==> src/rtl/qspi_pkg.sv <==
// Package: register offsets, field positions, sequencer types and the
// word-width decode shared by the queued SPI master.
package qspi_pkg;

    localparam int REG_W = 16;

    // Register byte offsets on the local bus.
    localparam logic [4:0] OFS_MODE = 5'h00;
    localparam logic [4:0] OFS_RUN  = 5'h04;
    localparam logic [4:0] OFS_LOOP = 5'h08;
    localparam logic [4:0] OFS_FLAG = 5'h0C;
    localparam logic [4:0] OFS_PTR  = 5'h10;
    localparam logic [4:0] OFS_PORT = 5'h14;

    // Field positions that the sequencer and shifter decode.
    localparam int MODE_CPOL  = 9;
    localparam int MODE_CPHA  = 8;
    localparam int RUN_GO     = 15;
    localparam int FLG_DONE   = 0;
    localparam int FLG_ABORT  = 2;
    localparam int FLG_WCOL   = 3;
    localparam int CMD_FULLW  = 14;

    typedef enum logic [1:0] {
        SEQ_IDLE,
        SEQ_LOAD,
        SEQ_SHIFT
    } seq_state_t;

    typedef enum logic [1:0] {
        BANK_TX   = 2'd0,
        BANK_RX   = 2'd1,
        BANK_CMD  = 2'd2,
        BANK_NONE = 2'd3
    } bank_t;

    // Bits per word: 8 unless the entry asks for the programmed width.
    function automatic logic [4:0] word_bits(input logic [3:0] wfield,
                                             input logic       full);
        if (!full)           return 5'd8;
        if (wfield == 4'd0)  return 5'd16;
        if (wfield < 4'd8)   return 5'd8;
        return {1'b0, wfield};
    endfunction

endpackage

==> src/rtl/qspi_qram.sv <==
// Queue table: DEPTH words of WIDTH bits held in flops, one synchronous
// write port and NRD combinational read ports.
// Assumes: each writer owns the port for the whole cycle; reset clears all entries.
module qspi_qram #(
    parameter int DEPTH = 16,
    parameter int WIDTH = 16,
    parameter int NRD   = 2,
    parameter int AW    = $clog2(DEPTH)
) (
    input  logic                      clk,
    input  logic                      rst_n,
    input  logic                      we,
    input  logic [AW-1:0]             waddr,
    input  logic [WIDTH-1:0]          wdata,
    input  logic [NRD-1:0][AW-1:0]    raddr,
    output logic [NRD-1:0][WIDTH-1:0] rdata
);

    logic [WIDTH-1:0] mem [DEPTH];

    // Storage update: clear on reset, otherwise single-entry write.
    always_ff @(posedge clk) begin
        if (!rst_n) begin
            for (int i = 0; i < DEPTH; i++) mem[i] <= '0;
        end else if (we) begin
            mem[waddr] <= wdata;
        end
    end

    // One combinational read path per requested port.
    for (genvar p = 0; p < NRD; p++) begin : g_rd
        assign rdata[p] = mem[raddr[p]];
    end

endmodule

==> src/rtl/qspi_shift.sv <==
// Bit engine: shifts one word of nbits MSB first under the selected clock
// polarity and phase, and collects the same number of bits from miso.
// Assumes: start is only raised while idle; a div of zero stalls the word.
module qspi_shift #(
    parameter int W     = 16,
    parameter int DIV_W = 8,
    parameter int CNT_W = $clog2(W + 1)
) (
    input  logic             clk,
    input  logic             rst_n,
    input  logic             start,
    input  logic [W-1:0]     tx_word,
    input  logic [CNT_W-1:0] nbits,
    input  logic             cpol,
    input  logic             cpha,
    input  logic [DIV_W-1:0] div,
    input  logic             miso,
    output logic             busy,
    output logic             done,
    output logic [W-1:0]     rx_word,
    output logic             sck,
    output logic             mosi
);

    logic [DIV_W-1:0] hcnt_q;
    logic [CNT_W:0]   ecnt_q;
    logic [CNT_W-1:0] nbits_q;
    logic [W-1:0]     sh_q;
    logic [W-1:0]     rx_q;
    logic             sck_q, mosi_q, busy_q, done_q;

    logic [W-1:0]     aligned;
    logic [CNT_W:0]   last_edge;
    logic             tick, lead, capture;

    // Left-justify the active bits so the first one sits at the top.
    assign aligned   = tx_word << (W - int'(nbits));
    assign last_edge = {nbits_q, 1'b0} - 1'b1;
    assign tick      = busy_q && (div != '0) && (hcnt_q >= div - 1'b1);
    assign lead      = ~ecnt_q[0];
    assign capture   = lead ^ cpha;

    // Word sequencing: load, count half periods, toggle, capture or drive.
    always_ff @(posedge clk) begin
        if (!rst_n) begin
            hcnt_q  <= '0;
            ecnt_q  <= '0;
            nbits_q <= '0;
            sh_q    <= '0;
            rx_q    <= '0;
            sck_q   <= 1'b0;
            mosi_q  <= 1'b0;
            busy_q  <= 1'b0;
            done_q  <= 1'b0;
        end else begin
            done_q <= 1'b0;
            if (!busy_q) begin
                sck_q <= cpol;
                if (start) begin
                    busy_q  <= 1'b1;
                    hcnt_q  <= '0;
                    ecnt_q  <= '0;
                    rx_q    <= '0;
                    nbits_q <= nbits;
                    if (cpha) begin
                        sh_q <= aligned;
                    end else begin
                        sh_q   <= aligned << 1;
                        mosi_q <= aligned[W-1];
                    end
                end
            end else if (tick) begin
                hcnt_q <= '0;
                sck_q  <= ~sck_q;
                ecnt_q <= ecnt_q + 1'b1;
                if (capture) begin
                    rx_q <= {rx_q[W-2:0], miso};
                end else begin
                    mosi_q <= sh_q[W-1];
                    sh_q   <= sh_q << 1;
                end
                if (ecnt_q == last_edge) begin
                    busy_q <= 1'b0;
                    done_q <= 1'b1;
                end
            end else if (div != '0) begin
                hcnt_q <= hcnt_q + 1'b1;
            end
        end
    end

    assign busy    = busy_q;
    assign done    = done_q;
    assign rx_word = rx_q;
    assign sck     = sck_q;
    assign mosi    = mosi_q;

    // with a zero divisor the serial clock holds its level.
    a_r7_div0_freeze: assert property (@(posedge clk) disable iff (!rst_n)
        (busy_q && div == '0) |=> $stable(sck_q));

    // a word completes only out of an active shift.
    a_r5_done_after_busy: assert property (@(posedge clk) disable iff (!rst_n)
        done_q |-> (!busy_q && $past(busy_q)));

    // between words the clock follows the programmed idle level.
    a_r8_idle_level: assert property (@(posedge clk) disable iff (!rst_n)
        (!busy_q && $past(!busy_q) && $past(rst_n)) |-> (sck_q == $past(cpol)));

endmodule

==> src/rtl/qspi_master.sv <==
// Queued SPI master top: register file on a strobe bus, indirect access to
// the three queue tables, and the sequencer that walks start..end through
// the bit engine.
// Assumes: a single-cycle bus strobe; reads are side-effect free except at
// the data port, where every access advances the table pointer.
module qspi_master #(
    parameter int QDEPTH = 16
) (
    input  logic        clk,
    input  logic        rst_n,
    input  logic [4:0]  bus_addr,
    input  logic        bus_wr,
    input  logic        bus_rd,
    input  logic [15:0] bus_wdata,
    output logic [15:0] bus_rdata,
    input  logic        miso,
    output logic        sck,
    output logic        mosi,
    output logic        irq
);
    import qspi_pkg::*;

    localparam int IDX_W = $clog2(QDEPTH);
    localparam int PTR_W = IDX_W + 2;
    localparam int CNT_W = $clog2(REG_W + 1);
    localparam int DIV_W = 8;

    // Register state.
    logic [REG_W-1:0] mode_q, loop_q;
    logic [REG_W-2:0] run_lo_q;
    logic             run_q;
    logic             f_done_q, f_abort_q, f_wcol_q;
    logic [7:0]       ie_q;
    logic [PTR_W-1:0] ptr_q;

    // Sequencer state.
    seq_state_t       state_q;
    logic [IDX_W-1:0] idx_q;
    logic             finish;

    // Bus decode.
    logic wr_mode, wr_run, wr_loop, wr_flag, wr_ptr, port_wr, port_rd, collide;
    assign wr_mode = bus_wr && (bus_addr == OFS_MODE);
    assign wr_run  = bus_wr && (bus_addr == OFS_RUN);
    assign wr_loop = bus_wr && (bus_addr == OFS_LOOP);
    assign wr_flag = bus_wr && (bus_addr == OFS_FLAG);
    assign wr_ptr  = bus_wr && (bus_addr == OFS_PTR);
    assign port_wr = bus_wr && (bus_addr == OFS_PORT);
    assign port_rd = bus_rd && (bus_addr == OFS_PORT);
    assign collide = port_wr && run_q;

    bank_t            bank;
    logic [IDX_W-1:0] slot;
    assign bank = bank_t'(ptr_q[PTR_W-1:IDX_W]);
    assign slot = ptr_q[IDX_W-1:0];

    // Queue tables: tx and cmd read by bus and sequencer, rx by bus only.
    logic [1:0][REG_W-1:0] tx_rd, cmd_rd;
    logic [0:0][REG_W-1:0] rx_rd;
    logic                  sh_start, sh_busy, sh_done;
    logic [REG_W-1:0]      sh_rx;
    logic [CNT_W-1:0]      nbits;

    qspi_qram #(.DEPTH(QDEPTH), .WIDTH(REG_W), .NRD(2)) u_tx (
        .clk(clk), .rst_n(rst_n),
        .we(port_wr && !run_q && bank == BANK_TX),
        .waddr(slot), .wdata(bus_wdata),
        .raddr({idx_q, slot}), .rdata(tx_rd)
    );

    qspi_qram #(.DEPTH(QDEPTH), .WIDTH(REG_W), .NRD(2)) u_cmd (
        .clk(clk), .rst_n(rst_n),
        .we(port_wr && !run_q && bank == BANK_CMD),
        .waddr(slot), .wdata(bus_wdata),
        .raddr({idx_q, slot}), .rdata(cmd_rd)
    );

    qspi_qram #(.DEPTH(QDEPTH), .WIDTH(REG_W), .NRD(1)) u_rx (
        .clk(clk), .rst_n(rst_n),
        .we(state_q == SEQ_SHIFT && sh_done),
        .waddr(idx_q), .wdata(sh_rx),
        .raddr(slot), .rdata(rx_rd)
    );

    // Command bits other than the width select belong to neighbouring logic.
    logic unused_cmd_bits;
    assign unused_cmd_bits = ^{cmd_rd[1][REG_W-1:CMD_FULLW+1], cmd_rd[1][CMD_FULLW-1:0]};

    assign nbits    = word_bits(mode_q[13:10], cmd_rd[1][CMD_FULLW]);
    assign sh_start = (state_q == SEQ_LOAD);

    qspi_shift #(.W(REG_W), .DIV_W(DIV_W), .CNT_W(CNT_W)) u_shift (
        .clk(clk), .rst_n(rst_n),
        .start(sh_start), .tx_word(tx_rd[1]), .nbits(nbits),
        .cpol(mode_q[MODE_CPOL]), .cpha(mode_q[MODE_CPHA]),
        .div(mode_q[DIV_W-1:0]), .miso(miso),
        .busy(sh_busy), .done(sh_done), .rx_word(sh_rx),
        .sck(sck), .mosi(mosi)
    );

    // Plain configuration registers written from the bus.
    always_ff @(posedge clk) begin
        if (!rst_n) begin
            mode_q   <= '0;
            loop_q   <= '0;
            run_lo_q <= '0;
            ie_q     <= '0;
        end else begin
            if (wr_mode) mode_q   <= bus_wdata;
            if (wr_loop) loop_q   <= bus_wdata;
            if (wr_run)  run_lo_q <= bus_wdata[REG_W-2:0];
            if (wr_flag) ie_q     <= bus_wdata[15:8];
        end
    end

    // Table pointer: loaded from the bus, stepped on each accepted port access.
    always_ff @(posedge clk) begin
        if (!rst_n) begin
            ptr_q <= '0;
        end else if (wr_ptr) begin
            ptr_q <= bus_wdata[PTR_W-1:0];
        end else if (port_rd || (port_wr && !run_q)) begin
            ptr_q <= ptr_q + 1'b1;
        end
    end

    // Sticky flags: hardware set wins over a write-one clear.
    always_ff @(posedge clk) begin
        if (!rst_n) begin
            f_done_q  <= 1'b0;
            f_abort_q <= 1'b0;
            f_wcol_q  <= 1'b0;
        end else begin
            if (finish)                          f_done_q  <= 1'b1;
            else if (wr_flag && bus_wdata[FLG_DONE])  f_done_q  <= 1'b0;
            if (wr_flag && bus_wdata[FLG_ABORT])      f_abort_q <= 1'b0;
            if (collide)                         f_wcol_q  <= 1'b1;
            else if (wr_flag && bus_wdata[FLG_WCOL])  f_wcol_q  <= 1'b0;
        end
    end

    // Queue walk: start index to end index, one entry per bit-engine word.
    always_ff @(posedge clk) begin
        if (!rst_n) begin
            state_q <= SEQ_IDLE;
            idx_q   <= '0;
            run_q   <= 1'b0;
        end else begin
            case (state_q)
                SEQ_IDLE: if (wr_run && bus_wdata[RUN_GO]) begin
                    run_q   <= 1'b1;
                    idx_q   <= loop_q[IDX_W-1:0];
                    state_q <= SEQ_LOAD;
                end
                SEQ_LOAD: state_q <= SEQ_SHIFT;
                SEQ_SHIFT: if (sh_done) begin
                    if (idx_q == loop_q[8+IDX_W-1:8]) begin
                        run_q   <= 1'b0;
                        state_q <= SEQ_IDLE;
                    end else begin
                        idx_q   <= idx_q + 1'b1;
                        state_q <= SEQ_LOAD;
                    end
                end
                default: state_q <= SEQ_IDLE;
            endcase
        end
    end

    assign finish = (state_q == SEQ_SHIFT) && sh_done && (idx_q == loop_q[8+IDX_W-1:8]);
    assign irq    = f_done_q && ie_q[0];

    // Read mux; the data port shows the entry the pointer selects.
    logic [REG_W-1:0] port_word;
    always_comb begin
        case (bank)
            BANK_TX:  port_word = tx_rd[0];
            BANK_RX:  port_word = rx_rd[0];
            BANK_CMD: port_word = cmd_rd[0];
            default:  port_word = '0;
        endcase
    end

    // Register read selection by offset.
    always_comb begin
        case (bus_addr)
            OFS_MODE: bus_rdata = mode_q;
            OFS_RUN:  bus_rdata = {run_q, run_lo_q};
            OFS_LOOP: bus_rdata = loop_q;
            OFS_FLAG: bus_rdata = {ie_q, 4'b0, f_wcol_q, f_abort_q, 1'b0, f_done_q};
            OFS_PTR:  bus_rdata = {{(REG_W-PTR_W){1'b0}}, ptr_q};
            OFS_PORT: bus_rdata = port_word;
            default:  bus_rdata = '0;
        endcase
    end

    // the run bit only drops together with a raised done flag.
    a_r9_done_with_stop: assert property (@(posedge clk) disable iff (!rst_n)
        $fell(run_q) |-> f_done_q);

    // a port write during a run flags a collision.
    a_r12_wcol_set: assert property (@(posedge clk) disable iff (!rst_n)
        (port_wr && run_q) |=> f_wcol_q);

    // a rejected port write leaves the pointer where it was.
    a_r12_ptr_hold: assert property (@(posedge clk) disable iff (!rst_n)
        (port_wr && run_q) |=> (ptr_q == $past(ptr_q)));

    // each accepted port access steps the pointer by one.
    a_r2_ptr_step: assert property (@(posedge clk) disable iff (!rst_n)
        (port_rd || (port_wr && !run_q)) |=> (ptr_q == $past(ptr_q) + 1'b1));

    // the sequencer is only away from idle while the run bit is set.
    a_r4_busy_means_run: assert property (@(posedge clk) disable iff (!rst_n)
        (state_q != SEQ_IDLE || sh_busy) |-> run_q);

endmodule

==> config.mk <==
export PLATFORM = sky130hd
export DESIGN_NAME = qspi_master
export DESIGN_NICKNAME = d
export VERILOG_FILES = /design/src/rtl/qspi_pkg.sv /design/src/rtl/qspi_qram.sv /design/src/rtl/qspi_shift.sv /design/src/rtl/qspi_master.sv
export SDC_FILE = /design/constraint.sdc
export NUM_CORES = 1
export LEC_CHECK = 0
export BUFFER_PORTS_ARGS = -buffer_cell sky130_fd_sc_hd__buf_2
export CAP_MARGIN = 20
export CELL_PAD_IN_SITES_DETAIL_PLACEMENT = 0
export CELL_PAD_IN_SITES_GLOBAL_PLACEMENT = 1
export CORE_ASPECT_RATIO = 1.4
export CORE_UTILIZATION = 40
export DETAILED_ROUTE_END_ITERATION = 8
export GPL_ROUTABILITY_DRIVEN = 1
export HOLD_SLACK_MARGIN = 0.05
export PLACE_DENSITY = 0.71
export SLEW_MARGIN = 20
export SYNTH_ARGS = -nofsm -noshare
export SYNTH_HDL_FRONTEND = slang
export SYNTH_HIERARCHICAL = 1
export SYNTH_SLANG_ARGS = --single-unit
==> constraint.sdc <==
create_clock -name clk -period 14.5 [get_ports clk]
set_input_delay 0.725 -clock clk [delete_from_list [all_inputs] [get_ports clk]]
set_output_delay 0.725 -clock clk [all_outputs]
set_load 0.005 [all_outputs]
==> results of run 1 <==
-- metal layers --
layer  track usage  share of wire
met3        0.0277          0.053
met1         0.289           0.40
met4        0.0792          0.033
met5             0        0.00042
met2         0.386           0.51
-- area by class of cell --
| class | count | area [um^2] | share of cell area |
|---|---|---|---|
| well taps | 1460 | 1830 | 0.0372 |
| inverters | 19 | 71.3 | 0.00145 |
| clock inverters | 64 | 727 | 0.0148 |
| flip-flops and latches | 893 | 25600 | 0.520 |
| repair buffers | 122 | 825 | 0.0168 |
| multi-input cells | 2097 | 17800 | 0.363 |
| clock buffers | 99 | 2290 | 0.0467 |
-- worst max-delay path: stages, from the launching register on --
cell and delay (ns):
dfxtp_4 1.01, buf_4 0.68, buf_4 0.76, mux4_2 0.60, a22oi_1 0.31, nand2_1 0.28, mux2i_1 0.20, nor2_1 0.06
a21oi_1 0.12, o21ai_0 0.15, buf_2 0.21
-- how the worst max path moves through the flow --
| stage | to | cells past startpoint | slack (ns) | start |
|---|---|---|---|---|
| 2_1_floorplan | u_cmd/mem[10][0] | 5 | 10.07 | bus_addr[3] |
| 3_3_place_gp | bus_rdata[8] | 10 | 9.16 | ptr_q[0] |
| 3_5_place_dp | u_shift/sh_q[14] | 13 | 9.13 | idx_q[1] |
| 4_1_cts | bus_rdata[8] | 10 | 8.41 | ptr_q[0] |
| 5_1_grt | bus_rdata[7] | 10 | 8.21 | ptr_q[0] |
| 6_report | bus_rdata[7] | 10 | 8.57 | ptr_q[0] |
-- registers in the layout, indices dropped and copies added, names as in the netlist, 8 cells and up --
name,count
run_lo_q,15
u_cmd/mem,256
u_rx/mem,256
u_tx/mem,256
u_shift/hcnt_q,8
mode_q,16
ie_q,8
u_shift/sh_q,16
u_shift/rx_word,16
loop_q,16
-- power breakdown --
group	internal [mW]	switching, mW
logic	0.0959	0.184
registers	2.86	0.0331
clock network	1.38	1.04
total	4.34	1.26
==> key figures, run 1 <==
Outcome
  • Outcome: finished clean

STA
  • Fin. max-slew vios: 0
  • Max Freq: 169 MHz
  • Setup total negative slack: 0 ns
  • # setup viols final: 0
  • Final hold viol count: 0
  • Crit path time final: 5.93 ns
  • Final WS setup: between 8 and 9 ns
  • RSZ-0062 raised after global routing: no
  • Skew final: between 0.03 and 0.04 ns
  • Worst-Margin Slew: 1.17 ns
  • Fin crit share: 0.409
  • Rel. slew slack: 0.218
  • Hold Slack: between 0.3 and 0.4 ns

Clock tree
  • Hold buffers post-CTS: 0
  • CTS clk-pin slew, worst paths: 0.06 ns
  • Post-CTS sizing: 0
  • Sink Count: 893
  • H-Tree Depth: 3
  • Root buf cell: clkbuf_16
  • Post-CTS Repair Setup Buffers: 0
  • Cts bufs inserted: between 80 and 90
  • CTS tree: built
  • Bufs on Longest Clock Path: 3
  • Worst-Skew Late Latency: 0.70 ns

Synthesis
  • Post-synthesis cell area: between 40000 and 50000 um^2
  • Syn_area_per_cell: around 14 um^2
  • Synthesized netlist cell count: about 3300
  • Synthesized net count: between 3000 and 4000
  • Synth Warn #: 6

Route
  • DRT antenna net count: 0
  • WL final: 126000 um
  • DR pass1 iterations: 6
  • Drt via density: around 5.7
  • Vias: between 20000 and 30000
  • Routed wire length per instance: around 27 um
  • Initial DRC count: 2653
  • # DRC: 0

Floorplan
  • Chip Height: around 400 um
  • Area of the core: roughly 110000 um^2
  • Top Ports: 45
  • Die ar.: roughly 110000 um^2
  • Std cell rows: roughly 140
  • Starting density of the core: 0.404
  • Die width: 284 um

Power and ir drop
  • Pwr dens: between 100 and 150 nW/um^2
  • Pleak: 16.8 nW
  • Max VDD drop: approximately 0.097 mV
  • Tot Pwr: around 5.6 mW

Placement
  • Dpl ws: 9.13 ns
  • Post-DP HPWL: 79300 um
  • Placed Instance Area: ~46000 um^2
  • Placed insts: approximately 4600
  • GPL Wtd Cong: between 0.8 and 0.9
  • Buffers on Ports: 44

Worst setup path
  • Largest fanout on the critical path: 46
  • Startpoint type of the worst setup path: flop
  • Setup CP Type: flop to output port
  • Worst EP required: ~14 ns
  • Reg2Reg Depth: 13
  • FF-to-FF Start: idx_q[1]
  • Flop2flop setup slack: a little over 9 ns
  • Critical Path End Type: output port
  • WP data arrival: between 5 and 6 ns
  • Worst r2r dst: u_shift/sh_q[14]

Job
  • Max cap viols: 0

Hold path
  • Worst Hold Class: primary input to flop
  • Hold depth: 3
  • Worst hold start: miso
  • Worst Hold End: u_shift/rx_word[0]

GRT
  • Total GRT Usage: 0.224
  • Initial antenna violation count: 8
  • First-pass GRT wire length: approximately 190000 um
  • Largest net degree at the start of global routing: 112
  • Vias in the first global route: around 27000
  • GR Overflow Total: 0

Cells and area
  • Layout area overhead: 10.1%
  • Final #Nets: 3264
  • Antenna Cells: 0
  • Most frequent cells in the layout: and2_1 (802), edfxtp_1 (768), mux4_2 (266)
  • Most common library cell in the layout ignoring fill and taps: and2_1
  • Finished layout cell area: 49200 um^2
  • Final Non-Filler Cells: 4754
  • Fin util: 0.445
  • Fillcell total: approximately 9800
  • Layout cell share with drive strength beyond 1: 0.189
Note: power is estimated with default switching activity, not from simulation.
==> inputs of run 2 (changes only) <==
--- a/config.mk
+++ b/config.mk
@@ -14,7 +14,7 @@
 export DETAILED_ROUTE_END_ITERATION = 8
 export GPL_ROUTABILITY_DRIVEN = 1
 export HOLD_SLACK_MARGIN = 0.05
-export PLACE_DENSITY = 0.71
+export PLACE_DENSITY = 0.73
 export SLEW_MARGIN = 20
 export SYNTH_ARGS = -nofsm -noshare
 export SYNTH_HDL_FRONTEND = slang
==> constraint.sdc (replaced) <==
create_clock -name clk -period 4.95 [get_ports clk]
set_input_delay 0.2475 -clock clk [delete_from_list [all_inputs] [get_ports clk]]
set_output_delay 0.2475 -clock clk [all_outputs]
set_load 0.005 [all_outputs]
==> key figures, run 2 (synthesized netlist as in run 1, its figures left out) <==
Clock tree
  • H-Tree Depth: 3
  • Post-CTS sizing: 0
  • Worst-Skew Late Latency: 0.69 ns
  • Cts bufs inserted: between 80 and 90
  • Root buf cell: clkbuf_16
  • Bufs on Longest Clock Path: 3
  • Sink Count: slightly below 900
  • CTS tree: built
  • CTS clk-pin slew, worst paths: 0.06 ns

STA
  • Crit path time final: ~4.3 ns
  • RSZ-0062 raised after global routing: no
  • Max Freq: about 230 MHz
  • Fin crit share: 0.862
  • # setup viols final: 0
  • Skew final: around 0.032 ns
  • Setup total negative slack: 0 ns
  • Rel. slew slack: 0.242
  • Worst-Margin Slew: between 1 and 1.5 ns
  • Fin. max-slew vios: 0
  • Final hold viol count: 0

Placement
  • GPL Wtd Cong: 0.862
  • Placed Instance Area: approximately 46000 um^2
  • Post-DP HPWL: ~80000 um
  • Buffers on Ports: 44

Route
  • DRT antenna net count: 0
  • DR pass1 iterations: 6
  • Drt via density: about 5.6
  • WL final: around 120000 um
  • Initial DRC count: approximately 2500
  • Routed wire length per instance: ~26 um
  • Vias: roughly 27000
  • # DRC: 0

Outcome
  • Outcome: finished clean

Job
  • Max cap viols: 0

GRT
  • Initial antenna violation count: 5
  • First-pass GRT wire length: 181000 um
  • Total GRT Usage: 0.217
  • Largest net degree at the start of global routing: slightly below 80
  • GR Overflow Total: 0
  • Vias in the first global route: around 27000

Cells and area
  • Most frequent cells in the layout: and2_1 (801), edfxtp_1 (768), mux4_2 (266)
  • Regs by FF count: u_cmd/mem (256), u_rx/mem (256), u_tx/mem (256)
  • Layout area overhead: 10.2%
  • Layout cell share with drive strength beyond 1: 0.190
  • Final #Nets: 3291
  • Most common library cell in the layout ignoring fill and taps: and2_1
  • Finished layout cell area: 49200 um^2

Worst setup path
  • Largest fanout on the critical path: 35
  • Startpoint type of the worst setup path: flop
  • WP data arrival: approximately 4.0 ns
  • Worst EP required: approximately 4.7 ns
  • Critical Path End Type: output port
  • Setup CP Type: flop to output port

Power and ir drop
  • Pleak: between 15 and 20 nW
  • Pwr dens: approximately 320 nW/um^2
  • Max VDD drop: approximately 0.29 mV

Floorplan
  • Std cell rows: about 140
  • Top Ports: 45
  • Area of the core: approximately 110000 um^2
  • Die ar.: about 110000 um^2
  • Die width: around 280 um
  • Starting density of the core: 0.404
  • Chip Height: 397 um

Hold path
  • Worst Hold Class: primary input to flop
[run 2: cell count changes in the layout (fill, tap and decap cells not counted), moves of 4 or more]
cell and change:
buf_4 +16, nor2_2 -4, nor2_1 +4, bufinv_16 -6, buf_12 +8, clkbuf_1 +9, clkinv_1 -4
[run 2: worst max-delay path: stages, from the launching register on]
cell     delay, ns
dfxtp_4       0.89
buf_12        0.37
mux4_2        0.60
a22oi_1       0.20
nand2_1       0.28
mux2i_1       0.26
nor2_1        0.06
a21oi_1       0.12
o21ai_0       0.28
buf_2         0.24
[run 2: metrics by stage]
stage	utilization	setup WS, ns	std cells	power [mW]	hold slack [ns]
2_1_floorplan	-	0.657	3277	9.10	0.382
4_1_cts	0.446	0.567	4778	16.1	0.0535
6_report	0.446	0.683	4781	15.9	0.111
3_5_place_dp	0.420	0.819	4616	9.47	0.445
3_3_place_gp	0.420	0.716	4615	9.45	0.441
5_1_grt	0.446	0.395	4778	16.4	0.112
[run 2: power by group]
part	internal [mW]	switching, mW
Clock	3.65	2.96
Combinational	0.289	0.541
Sequential	8.39	0.0896
[run 2: metal layers]
layer  GRT usage  share of wire  vias to the layer above
met5           0        0.00037                        -
met3      0.0288          0.048                      212
met4       0.105          0.046                        8
li1            -              -                    12200
met1       0.266           0.39                    13700
met2       0.379           0.51                      779
[run 2: final cells by class]
class	instances	area [um^2]
sequential	893	25600
antenna	3	7.51
clock inverter	55	517
clock buffer	104	2260
inverter	19	71.3
tap	1460	1830
multi-input combinational	2097	17800
fill	9832	61200
timing repair buffer	150	1150
[run 2: what timing repair did]
| item | CTS | global route |
|---|---|---|
| hold endpoints to repair | 17 | 0 |
| hold buffers | 3 | 0 |
| setup buffers | 0 | 0 |
[run 2: path summary, 6_finish.rpt]
check / cells after the start / start / endpoint / slack [ns]
min reg2reg: 2 / run_lo_q[6] / run_lo_q[6] / 0.46
max reg2reg: 14 / idx_q[0] / u_shift/sh_q[14] / 0.77
min: 5 / bus_addr[3] / ptr_q[4] / 0.11
max: 9 / ptr_q[0] / bus_rdata[7] / 0.68
==> inputs of run 3 (changes only) <==
--- a/config.mk
+++ b/config.mk
@@ -14,7 +14,7 @@
 export DETAILED_ROUTE_END_ITERATION = 8
 export GPL_ROUTABILITY_DRIVEN = 1
 export HOLD_SLACK_MARGIN = 0.05
-export PLACE_DENSITY = 0.73
+export PLACE_DENSITY = 0.71
 export SLEW_MARGIN = 20
 export SYNTH_ARGS = -nofsm -noshare
 export SYNTH_HDL_FRONTEND = slang
==> constraint.sdc (replaced) <==
create_clock -name clk -period 4.3 [get_ports clk]
set_input_delay 0.215 -clock clk [delete_from_list [all_inputs] [get_ports clk]]
set_output_delay 0.215 -clock clk [all_outputs]
set_load 0.005 [all_outputs]
==> key figures, run 3 (synthesized netlist as in run 1, its figures left out) <==
Outcome
  • Outcome: finished clean

Power and ir drop
  • Sw power: approximately 4.3 mW
  • Comb pwr share: 0.053
  • Part of the power in registers: 0.507
  • Clk pwr share: 0.440
  • Max VDD drop: roughly 0.36 mV
  • Pleak: ~17 nW
  • Switching share of power: 0.224
  • Int Pwr: roughly 15 mW
  • Pwr dens: approximately 380 nW/um^2

Cells and area
  • Fillcell total: between 9000 and 10000
  • Layout area overhead: 12.3%
  • Most common library cell in the layout ignoring fill and taps: and2_1
  • Layout cell share with drive strength beyond 1: 0.208
  • Regs by FF count: u_cmd/mem (256), u_rx/mem (256), u_tx/mem (256)
  • Most frequent cells in the layout: and2_1 (801), edfxtp_1 (768), mux4_2 (266)
  • Final #Nets: ~3400

Placement
  • Post-DP HPWL: just over 80000 um
  • GPL Wtd Cong: 0.860
  • Dpl ws: 0.414 ns
  • Buffers on Ports: 44

STA
  • Final hold viol count: 0
  • Final WS setup: about 0.3 ns
  • Crit path time final: approximately 4 ns
  • Rel. slew slack: 0.264
  • Max Freq: between 200 and 300 MHz
  • Worst-Margin Slew: roughly 1.1 ns
  • Skew final: between 0.06 and 0.07 ns
  • # setup viols final: 0
  • Fin. max-slew vios: 0
  • Setup total negative slack: 0 ns
  • RSZ-0062 raised after global routing: no
  • Fin crit share: 0.928

Clock tree
  • Root buf cell: clkbuf_16
  • Post-CTS sizing: 0
  • Sink Count: about 890
  • Cts bufs inserted: between 90 and 100
  • H-Tree Depth: 3
  • CTS clk-pin slew, worst paths: 0.07 ns
  • CTS tree: built
  • Worst-Skew Late Latency: approximately 0.71 ns
  • Bufs on Longest Clock Path: 3

Floorplan
  • Top Ports: 45
  • Std cell rows: 144
  • Area of the core: around 110000 um^2
  • Die width: roughly 280 um
  • Chip Height: between 300 and 400 um
  • Die ar.: roughly 110000 um^2
  • Starting density of the core: 0.404

GRT
  • Largest net degree at the start of global routing: 77
  • GR Overflow Total: 0
  • Initial antenna violation count: 9
  • First-pass GRT wire length: between 150000 and 200000 um
  • Vias in the first global route: between 20000 and 30000
  • Total GRT Usage: 0.229

Hold path
  • Worst Hold Class: primary input to flop

Route
  • # DRC: 0
  • Drt via density: about 5.7
  • WL final: 129000 um
  • Vias: 27500
  • Initial DRC count: 2800
  • DRT antenna net count: 0
  • DR pass1 iterations: 7
  • Routed wire length per instance: ~27 um

Worst setup path
  • Critical Path End Type: output port
  • Largest fanout on the critical path: 22
  • Startpoint type of the worst setup path: flop
  • Setup CP Type: flop to output port
  • Worst EP required: just over 4 ns
  • WP data arrival: about 3.8 ns

Job
  • Max cap viols: 0
## run 3: per-stage QoR
stage | hold WS (ns) | power [mW] | cell area [um^2] | cells | util
4_1_cts | 0.0636 | 19.4 | 50100 | 4847 | 0.453
3_3_place_gp | 0.439 | 10.9 | 46800 | 4669 | 0.424
6_report | 0.0974 | 19.2 | 50200 | 4858 | 0.454
5_1_grt | 0.122 | 19.7 | 50100 | 4852 | 0.454
2_1_floorplan | 0.350 | 10.5 | 44700 | 3277 | -
3_5_place_dp | 0.444 | 10.9 | 46800 | 4669 | 0.424
## run 3: final timing paths
path                     from          endpoint  slack (ns)  depth (start not counted)
hold / removal    bus_addr[0]          ptr_q[5]         0.1                          5
setup / recovery     ptr_q[1]      bus_rdata[2]        0.31                          9
setup reg to reg     idx_q[0]  u_shift/sh_q[15]        0.32                         13
hold reg to reg     loop_q[4]         loop_q[4]        0.45                          2
## run 3: cell type report
class,count,area (um^2),share of cell area
multi-input cells,2097,17800,0.355
flip-flops and latches,893,25600,0.510
well taps,1460,1830,0.0364
clock inverters,52,709,0.0141
clock buffers,118,2460,0.0491
inverters,19,71.3,0.00142
repair buffers,213,1670,0.0334
diodes,6,15.0,0.000299
## run 3: repair_timing
action,in CTS,in global routing
setup endpoints to repair,0,6
setup buffers,0,5
endpoints found under the hold margin,31,0
hold buffers,8,0
## run 3: layer usage
metal  part of all wire  GRT usage  vias to the layer above
met5            0.00049          0                        -
met4              0.041      0.101                       10
met3              0.055     0.0295                      212
met2               0.51      0.399                      875
met1               0.39      0.284                    14100
li1                   -          -                    12300
## run 3: power by group through the flow
stage	combinational (mW)	sequential, mW	clock (mW)
2_1_floorplan	0.561	9.91	0
3_3_place_gp	0.992	9.93	0
5_1_grt	1.06	9.78	8.89
6_report	1.01	9.76	8.46
4_1_cts	1.01	9.76	8.60
3_5_place_dp	0.997	9.95	0
## run 3: worst max-delay path, stage by stage (launching register included)
cell and delay [ns]:
dfxtp_4 0.75, buf_4 0.33, mux4_2 0.32, a22oi_1 0.31, nand2_1 0.36, mux2i_1 0.24, nor2_1 0.05, o21ai_0 0.25
nand3_1 0.21, buf_2 0.21
